`config.mk`:
```
export PLATFORM = sky130hd
export DESIGN_NAME = obj_range_tracker
export DESIGN_NICKNAME = d
export VERILOG_FILES = /design/src/rtl/ort_pkg.sv /design/src/rtl/ort_ctrl.sv /design/src/rtl/ort_datapath.sv /design/src/rtl/obj_range_tracker.sv
export SDC_FILE = /design/constraint.sdc
export NUM_CORES = 1
export LEC_CHECK = 0
export BUFFER_PORTS_ARGS = -buffer_cell sky130_fd_sc_hd__buf_4
export CAP_MARGIN = 20
export CORE_ASPECT_RATIO = 1.2
export CORE_MARGIN = 2
export CORE_UTILIZATION = 41
export DETAILED_ROUTE_END_ITERATION = 16
export GPL_TIMING_DRIVEN = 0
export HOLD_SLACK_MARGIN = 0.05
export PLACE_DENSITY = 0.7
export SLEW_MARGIN = 25
export SYNTH_ARGS = -nofsm -noshare
export SYNTH_HDL_FRONTEND = slang
export SYNTH_SLANG_ARGS = --single-unit
```
`constraint.sdc`:
```
create_clock -name clk -period 5.1 [get_ports clk]
set_input_delay 0.255 -clock clk [delete_from_list [all_inputs] [get_ports clk]]
set_output_delay 0.255 -clock clk [all_outputs]
set_load 0.01 [all_outputs]
```
`src/rtl/ort_pkg.sv`:
```
package ort_pkg;

  typedef enum logic [1:0] {
    ENG_IDLE   = 2'd0,
    ENG_MATCH  = 2'd1,
    ENG_COMMIT = 2'd2
  } engState_t;

  // strobes sent from control to datapath each cycle
  typedef struct packed {
    logic bufLoad;   // capture incoming record into the buffer
    logic take;      // move buffer into the engine register
    logic latch;     // register match result and target index
    logic commit;    // apply update or allocation to the table
    logic clearAll;  // invalidate entries, restart round-robin
  } ortStrobe_t;

endpackage

```
`src/rtl/ort_ctrl.sv`:
```
module ort_ctrl
  import ort_pkg::*;
#(
  parameter int REG_W  = 5,
  parameter int GP_REG = 3,
  parameter int SP_REG = 2,
  parameter int DROP_W = 8
) (
  input  logic              clk,
  input  logic              rstN,
  input  logic              clear,
  input  logic              recValid,
  input  logic [REG_W-1:0]  recBaseReg,
  output ortStrobe_t        strobe,
  output logic [DROP_W-1:0] dropCount
);

  localparam logic [REG_W-1:0]  GP_IDX   = REG_W'(GP_REG);
  localparam logic [REG_W-1:0]  SP_IDX   = REG_W'(SP_REG);
  localparam logic [DROP_W-1:0] DROP_MAX = {DROP_W{1'b1}};

  engState_t state, stateNext;
  logic      bufValid;
  logic      ptrRelative;
  logic      wanted;
  logic      canTake;
  logic      hasSpace;
  logic      dropEvent;

  assign ptrRelative = (recBaseReg == GP_IDX) || (recBaseReg == SP_IDX);
  assign wanted      = recValid && !ptrRelative && !clear;
  assign canTake     = bufValid && !clear &&
                       ((state == ENG_IDLE) || (state == ENG_COMMIT));
  assign hasSpace    = !bufValid || canTake;
  assign dropEvent   = wanted && !hasSpace;

  always_comb begin
    strobe.bufLoad  = wanted && hasSpace;
    strobe.take     = canTake;
    strobe.latch    = (state == ENG_MATCH) && !clear;
    strobe.commit   = (state == ENG_COMMIT) && !clear;
    strobe.clearAll = clear;
  end

  always_comb begin
    if (clear)                  stateNext = ENG_IDLE;
    else if (canTake)           stateNext = ENG_MATCH;
    else if (state == ENG_MATCH) stateNext = ENG_COMMIT;
    else                        stateNext = ENG_IDLE;
  end

  always_ff @(posedge clk or negedge rstN) begin
    if (!rstN) begin
      state    <= ENG_IDLE;
      bufValid <= 1'b0;
    end else begin
      state <= stateNext;
      if (clear) bufValid <= 1'b0;
      else       bufValid <= strobe.bufLoad || (bufValid && !canTake);
    end
  end

  always_ff @(posedge clk or negedge rstN) begin
    if (!rstN)                                 dropCount <= '0;
    else if (dropEvent && dropCount != DROP_MAX) dropCount <= dropCount + 1'b1;
  end

endmodule

```
`src/rtl/ort_datapath.sv`:
```
module ort_datapath
  import ort_pkg::*;
#(
  parameter int ENTRIES = 4,
  parameter int ADDR_W  = 32,
  parameter int OFF_W   = 12,
  localparam int IDX_W  = (ENTRIES > 1) ? $clog2(ENTRIES) : 1
) (
  input  logic                     clk,
  input  logic                     rstN,
  input  ortStrobe_t               strobe,
  input  logic [ADDR_W-1:0]        recBase,
  input  logic signed [OFF_W-1:0]  recOffset,
  input  logic [IDX_W-1:0]         rdIdx,
  output logic                     rdValid,
  output logic [ADDR_W-1:0]        rdBase,
  output logic signed [OFF_W-1:0]  rdMin,
  output logic signed [OFF_W-1:0]  rdMax
);

  localparam logic [IDX_W-1:0] LAST_IDX = IDX_W'(ENTRIES - 1);

  logic [ENTRIES-1:0]       entValid;
  logic [ADDR_W-1:0]        entBase [ENTRIES];
  logic signed [OFF_W-1:0]  entMin  [ENTRIES];
  logic signed [OFF_W-1:0]  entMax  [ENTRIES];

  logic [ADDR_W-1:0]        bufBase, engBase;
  logic signed [OFF_W-1:0]  bufOff,  engOff;

  logic [ENTRIES-1:0]       hitVec, freeVec;
  logic                     hitAny, freeAny;
  logic [IDX_W-1:0]         hitIdx, freeIdx, rrPtr;

  logic                     matchHit;
  logic [IDX_W-1:0]         matchIdx;

  // per-entry comparators
  for (genvar g = 0; g < ENTRIES; g++) begin : g_cmp
    assign hitVec[g]  = entValid[g] && (entBase[g] == engBase);
    assign freeVec[g] = !entValid[g];
  end

  // lowest-index priority encoders
  always_comb begin
    hitAny = 1'b0;
    hitIdx = '0;
    for (int i = ENTRIES - 1; i >= 0; i--) begin
      if (hitVec[i]) begin
        hitAny = 1'b1;
        hitIdx = IDX_W'(i);
      end
    end
  end

  always_comb begin
    freeAny = 1'b0;
    freeIdx = '0;
    for (int i = ENTRIES - 1; i >= 0; i--) begin
      if (freeVec[i]) begin
        freeAny = 1'b1;
        freeIdx = IDX_W'(i);
      end
    end
  end

  // input buffer and engine record
  always_ff @(posedge clk or negedge rstN) begin
    if (!rstN) begin
      bufBase <= '0;
      bufOff  <= '0;
      engBase <= '0;
      engOff  <= '0;
    end else begin
      if (strobe.bufLoad) begin
        bufBase <= recBase;
        bufOff  <= recOffset;
      end
      if (strobe.take) begin
        engBase <= bufBase;
        engOff  <= bufOff;
      end
    end
  end

  // match stage
  always_ff @(posedge clk or negedge rstN) begin
    if (!rstN) begin
      matchHit <= 1'b0;
      matchIdx <= '0;
    end else if (strobe.latch) begin
      matchHit <= hitAny;
      if (hitAny)       matchIdx <= hitIdx;
      else if (freeAny) matchIdx <= freeIdx;
      else              matchIdx <= rrPtr;
    end
  end

  // commit stage: table storage
  always_ff @(posedge clk or negedge rstN) begin
    if (!rstN) begin
      entValid <= '0;
      rrPtr    <= '0;
      for (int i = 0; i < ENTRIES; i++) begin
        entBase[i] <= '0;
        entMin[i]  <= '0;
        entMax[i]  <= '0;
      end
    end else if (strobe.clearAll) begin
      entValid <= '0;
      rrPtr    <= '0;
    end else if (strobe.commit) begin
      if (matchHit) begin
        if (engOff < entMin[matchIdx]) entMin[matchIdx] <= engOff;
        if (engOff > entMax[matchIdx]) entMax[matchIdx] <= engOff;
      end else begin
        entValid[matchIdx] <= 1'b1;
        entBase[matchIdx]  <= engBase;
        entMin[matchIdx]   <= engOff;
        entMax[matchIdx]   <= engOff;
        rrPtr              <= (rrPtr == LAST_IDX) ? '0 : rrPtr + 1'b1;
      end
    end
  end

  // combinational read port
  assign rdValid = entValid[rdIdx];
  assign rdBase  = entBase[rdIdx];
  assign rdMin   = entMin[rdIdx];
  assign rdMax   = entMax[rdIdx];

endmodule

```
`src/rtl/obj_range_tracker.sv`:
```
module obj_range_tracker
  import ort_pkg::*;
#(
  parameter int ENTRIES = 4,
  parameter int ADDR_W  = 32,
  parameter int OFF_W   = 12,
  parameter int REG_W   = 5,
  parameter int GP_REG  = 3,
  parameter int SP_REG  = 2,
  parameter int DROP_W  = 8,
  localparam int IDX_W  = (ENTRIES > 1) ? $clog2(ENTRIES) : 1
) (
  input  logic                     clk,
  input  logic                     rstN,
  input  logic                     clear,
  input  logic                     recValid,
  input  logic [REG_W-1:0]         recBaseReg,
  input  logic [ADDR_W-1:0]        recBase,
  input  logic signed [OFF_W-1:0]  recOffset,
  input  logic [IDX_W-1:0]         rdIdx,
  output logic                     rdValid,
  output logic [ADDR_W-1:0]        rdBase,
  output logic signed [OFF_W-1:0]  rdMin,
  output logic signed [OFF_W-1:0]  rdMax,
  output logic [DROP_W-1:0]        dropCount
);

  ortStrobe_t strobe;

  ort_ctrl #(
    .REG_W (REG_W),
    .GP_REG(GP_REG),
    .SP_REG(SP_REG),
    .DROP_W(DROP_W)
  ) u_ctrl (
    .clk       (clk),
    .rstN      (rstN),
    .clear     (clear),
    .recValid  (recValid),
    .recBaseReg(recBaseReg),
    .strobe    (strobe),
    .dropCount (dropCount)
  );

  ort_datapath #(
    .ENTRIES(ENTRIES),
    .ADDR_W (ADDR_W),
    .OFF_W  (OFF_W)
  ) u_dp (
    .clk      (clk),
    .rstN     (rstN),
    .strobe   (strobe),
    .recBase  (recBase),
    .recOffset(recOffset),
    .rdIdx    (rdIdx),
    .rdValid  (rdValid),
    .rdBase   (rdBase),
    .rdMin    (rdMin),
    .rdMax    (rdMax)
  );

endmodule

```
==> out/metrics.json <==
{
  "run_status": "finished, final reports clean",
  "initial_utilization_pct": 41.56,
  "critical-path-top-delay-family": "buffers and inverters",
  "syn_area_um2": 16560,
  "worst-slew-pin-transition_ps": 982.9,
  "timing.critical_path.from_type": "flip-flop",
  "timing.final.max_slew_violations": 0,
  "numCtsBuffers": 38,
  "reg2reg_slack_ps": 650,
  "power.leakage_uw": 0.009001,
  "synth_common_cells": "332 x sky130_fd_sc_hd__dfrtp_1, 294 x sky130_fd_sc_hd__mux2_2, 89 x sky130_fd_sc_hd__xnor2_1",
  "routed_wire_length_per_instance_um": 21.36,
  "per_instance_average_area_after_synthesis_um2": 14.30,
  "finalCoreUtilization_pct": 50.21,
  "timing_worst_setup_path_type": "reg2reg",
  "synth_async_sr_flop_share_pct": 100.0,
  "top_post_synthesis_cells_by_area": "sky130_fd_sc_hd__dfrtp_1 50%, sky130_fd_sc_hd__mux2_2 20%, sky130_fd_sc_hd__mux4_2 11%",
  "syn2layout_area_growth_pct": 20.82,
  "timing.hold.worst_path_depth": 3,
  "timing.rr.end": "u_dp.entMin[31]",
  "mappedNetlistNets": 1238,
  "diodes": 0,
  "post_route_cells_drive_above_1_share_pct": 42.45,
  "power_uw": 9068,
  "synth_seq_area_share_pct": 50.18,
  "setup_repair_after_global_routing_missed_its_margin": "false",
  "dp_hpwl_um": 29360,
  "regToRegStartpoint": "u_dp.matchIdx[0]",
  "period_minus_slack_ps": 4453,
  "slew-limit-headroom_pct": 34.47,
  "final.fill_count": 3505,
  "grt_max_degree": 94,
  "ctsLongestPathBuffers": 3,
  "min-delay-path-class": "in2reg",
  "wire_length_of_the_first_global_routing_pass_um": 64540,
  "critPathCaptureType": "flip-flop",
  "pin_count": 120,
  "synth_edf_count": 0,
  "critical_path_buf_inv_count": 4,
  "most_frequently_used_cell_type_in_the_post_synthesis_netlist": "sky130_fd_sc_hd__dfrtp_1",
  "max_cap_violations": 0,
  "htree_num_levels": 2,
  "postSynthRegisterBits": 332,
  "clkSinkCount": 332,
  "grt_pass1_vias": 11090,
  "cts.repair.resized": 0,
  "worst_ir_drop_vdd_mv": 0.2828,
  "fmax_mhz": 224.6,
  "placer_s_final_routability_congestion_estimate": 0.9458,
  "gr-total-overflow": 0,
  "setup-violations-final": 0,
  "clock_skew_ps": 25.62,
  "cell_total_after_placement": 1810,
  "synth-main-ff-cell": "sky130_fd_sc_hd__dfrtp_1",
  "clock_pin_slew_reported_for_the_worst_setup_and_hold_paths_after_clock_tree_synthesis_ps": 60,
  "core_area_um2": 39840,
  "wl_um": 41080,
  "port_buffers": 116,
  "powerDensity_nw_per_um2": 453.3,
  "timing.critical_path.slowest_cell_delay_ps": 740,
  "tritoncts": "done",
  "floorplan.rows": 80,
  "die_width_um": 187.4,
  "firstDrtPassIters": 5,
  "nets": 1443,
  "detailroute.via_count": 10410,
  "timing.critical_path.cells": "buf_2, buf_1, mux4_2, inv_1, ha_1, a211oi_1, o211ai_1, a211oi_1, o2111ai_1, nor2_1, buf_2, mux2_2",
  "dieArea_um2": 42010,
  "routed_via_density": 5.411,
  "timing.critical_path.arrival_ps": 4850,
  "gr-usage-all-layers_pct": 19.97,
  "critPathRequiredTime_ps": 5490,
  "number_of_antenna_violations_at_the_first_check_in_global_routing": 0,
  "timing_hold_violations_final": 0,
  "antenna_violating_nets_post_route": 0,
  "post_synth_num_cell_types": 54,
  "yosys_warnings": 0,
  "layout.cells.non_filler": 1923,
  "initialDrtViolationCount": 627,
  "clk_latency_ps": 530,
  "rr_worst_depth": 12,
  "route.detailed.drc": 0,
  "die_height_um": 224.1,
  "tns_ps": 0,
  "clock_tree.root_cell": "sky130_fd_sc_hd__clkbuf_16",
  "library_cell_contributing_the_largest_single_delay_on_the_critical_path": "sky130_fd_sc_hd__buf_1",
  "min_from": "clear",
  "synthCells": 1158,
  "min_period_over_period_pct": 87.31,
  "min_to": "u_ctrl.bufValid",
  "highest_fanout_seen_on_the_critical_path": 10,
  "post-synth-top-area-cell": "sky130_fd_sc_hd__dfrtp_1",
  "synth_top_cell_area_share_pct": 50.18
}
-- layout make-up --
type                    instances  area [um2]  share of cell area, %
plain buffers                  83       342.8                  1.714
clock buffers                  50        1057                  5.285
clock inverters                17       291.5                  1.457
inverters                      35       131.4                 0.6567
multi-input cells             708        7784                  38.91
flip-flops and latches        332        8308                  41.53
well taps                     533       666.9                  3.334
repair buffers                165        1423                  7.112
-- worst max-delay path by stage --
stage | cells after the start | endpoint | startpoint | slack (ps)
4_1_cts | 12 | u_dp.entMin[32] | u_dp.matchIdx[0] | 570
3_3_place_gp | 12 | u_dp.entMin[34] | u_dp.matchIdx[0] | 570
6_report | 12 | u_dp.entMin[31] | u_dp.matchIdx[0] | 650
2_1_floorplan | 12 | u_dp.entMax[38] | u_dp.matchIdx[0] | 1360
5_1_grt | 12 | u_dp.entMin[31] | u_dp.matchIdx[0] | 260
3_5_place_dp | 12 | u_dp.entMin[32] | u_dp.matchIdx[0] | 620
-- placed cells by master (no fill, tap or decap), drive strengths merged, types with 3 or more instances in the layout --
cell	synthesis	routed
nand2	21	21
bufinv	0	8
ha	25	25
buf	29	149
xor2	42	42
xnor2	89	89
nand2b	5	5
nor3b	3	3
a211oi	3	3
o21ai	21	21
o31ai	4	4
inv	35	36
dfrtp	332	332
nand4	26	26
nand3	8	8
a21o	3	3
nor4	14	14
clkbuf	54	104
and3	6	6
a21oi	9	9
mux4	81	81
mux2	305	305
nor2	13	13
dlygate4sd3	0	45
nor3	7	7
clkinv	0	7
-- registers in the layout (all words and copies together), names as in the netlist, 4 cells and up --
signal / cells
u_dp.bufBase: 32
u_dp.entValid: 4
u_dp.entMin: 48
u_ctrl.dropCount: 8
u_dp.bufOff: 12
u_dp.engBase: 32
u_dp.entMax: 48
u_dp.engOff: 12
u_dp.entBase: 128
-- logic make-up after synthesis --
family / after synthesis / synth area share (%)
multiplexers: 388 / 32.13
flip-flops: 332 / 50.18
XOR/XNOR: 131 / 6.930
buffers and inverters: 118 / 2.864
AND/OR/NAND/NOR: 112 / 3.816
AO/OA/AOI/OAI: 52 / 2.192
adder cells (fa/ha/maj): 25 / 1.889
-- metrics by stage --
step | area, um2 | setup WS [ps] | hold slack [ps]
final | 20000 | 647.4 | 130.7
after global routing | 20000 | 261.6 | 133.5
after CTS | 19990 | 569.3 | 120.9
after detailed placement | 18190 | 615.2 | 261.7
after global placement | 18090 | 568.0 | 456.9
after floorplan | 16560 | 1364 | -40.59
-- where the power goes --
part	leakage, uW	internal [uW]	total [uW]	switching (uW)
Combinational	0.00397	1270	2550	1280
Sequential	0.00437	3120	3550	434
Clock	0.000663	1860	2960	1100
Total	0.00900	6250	9070	2820
-- layer usage --
layer | GRT usage (%) | wire length, um | part of all wire, %
met4 | 7.163 | 1448 | 3.5
met3 | 2.789 | 2003 | 4.9
met2 | 34.45 | 20850 | 51
met5 | 0 | 0 | 0
met1 | 25.80 | 16780 | 41
-- worst register-to-register path, cell delays in order, from the launching register on --
cell and delay (ps):
sky130_fd_sc_hd__dfrtp_1 410, sky130_fd_sc_hd__buf_2 330, sky130_fd_sc_hd__buf_1 740, sky130_fd_sc_hd__mux4_2 610, sky130_fd_sc_hd__inv_1 80, sky130_fd_sc_hd__ha_1 230, sky130_fd_sc_hd__a211oi_1 250, sky130_fd_sc_hd__o211ai_1 130
sky130_fd_sc_hd__a211oi_1 280, sky130_fd_sc_hd__o2111ai_1 260, sky130_fd_sc_hd__nor2_1 280, sky130_fd_sc_hd__buf_2 340, sky130_fd_sc_hd__mux2_2 380
-- what timing repair did --
item,4_1_cts,5_1_grt
setup endpoints to repair,0,0
hold buffers,45,0
setup buffers,0,0
hold endpoints to repair,113,0
Note: power is estimated with default switching activity, not from simulation.
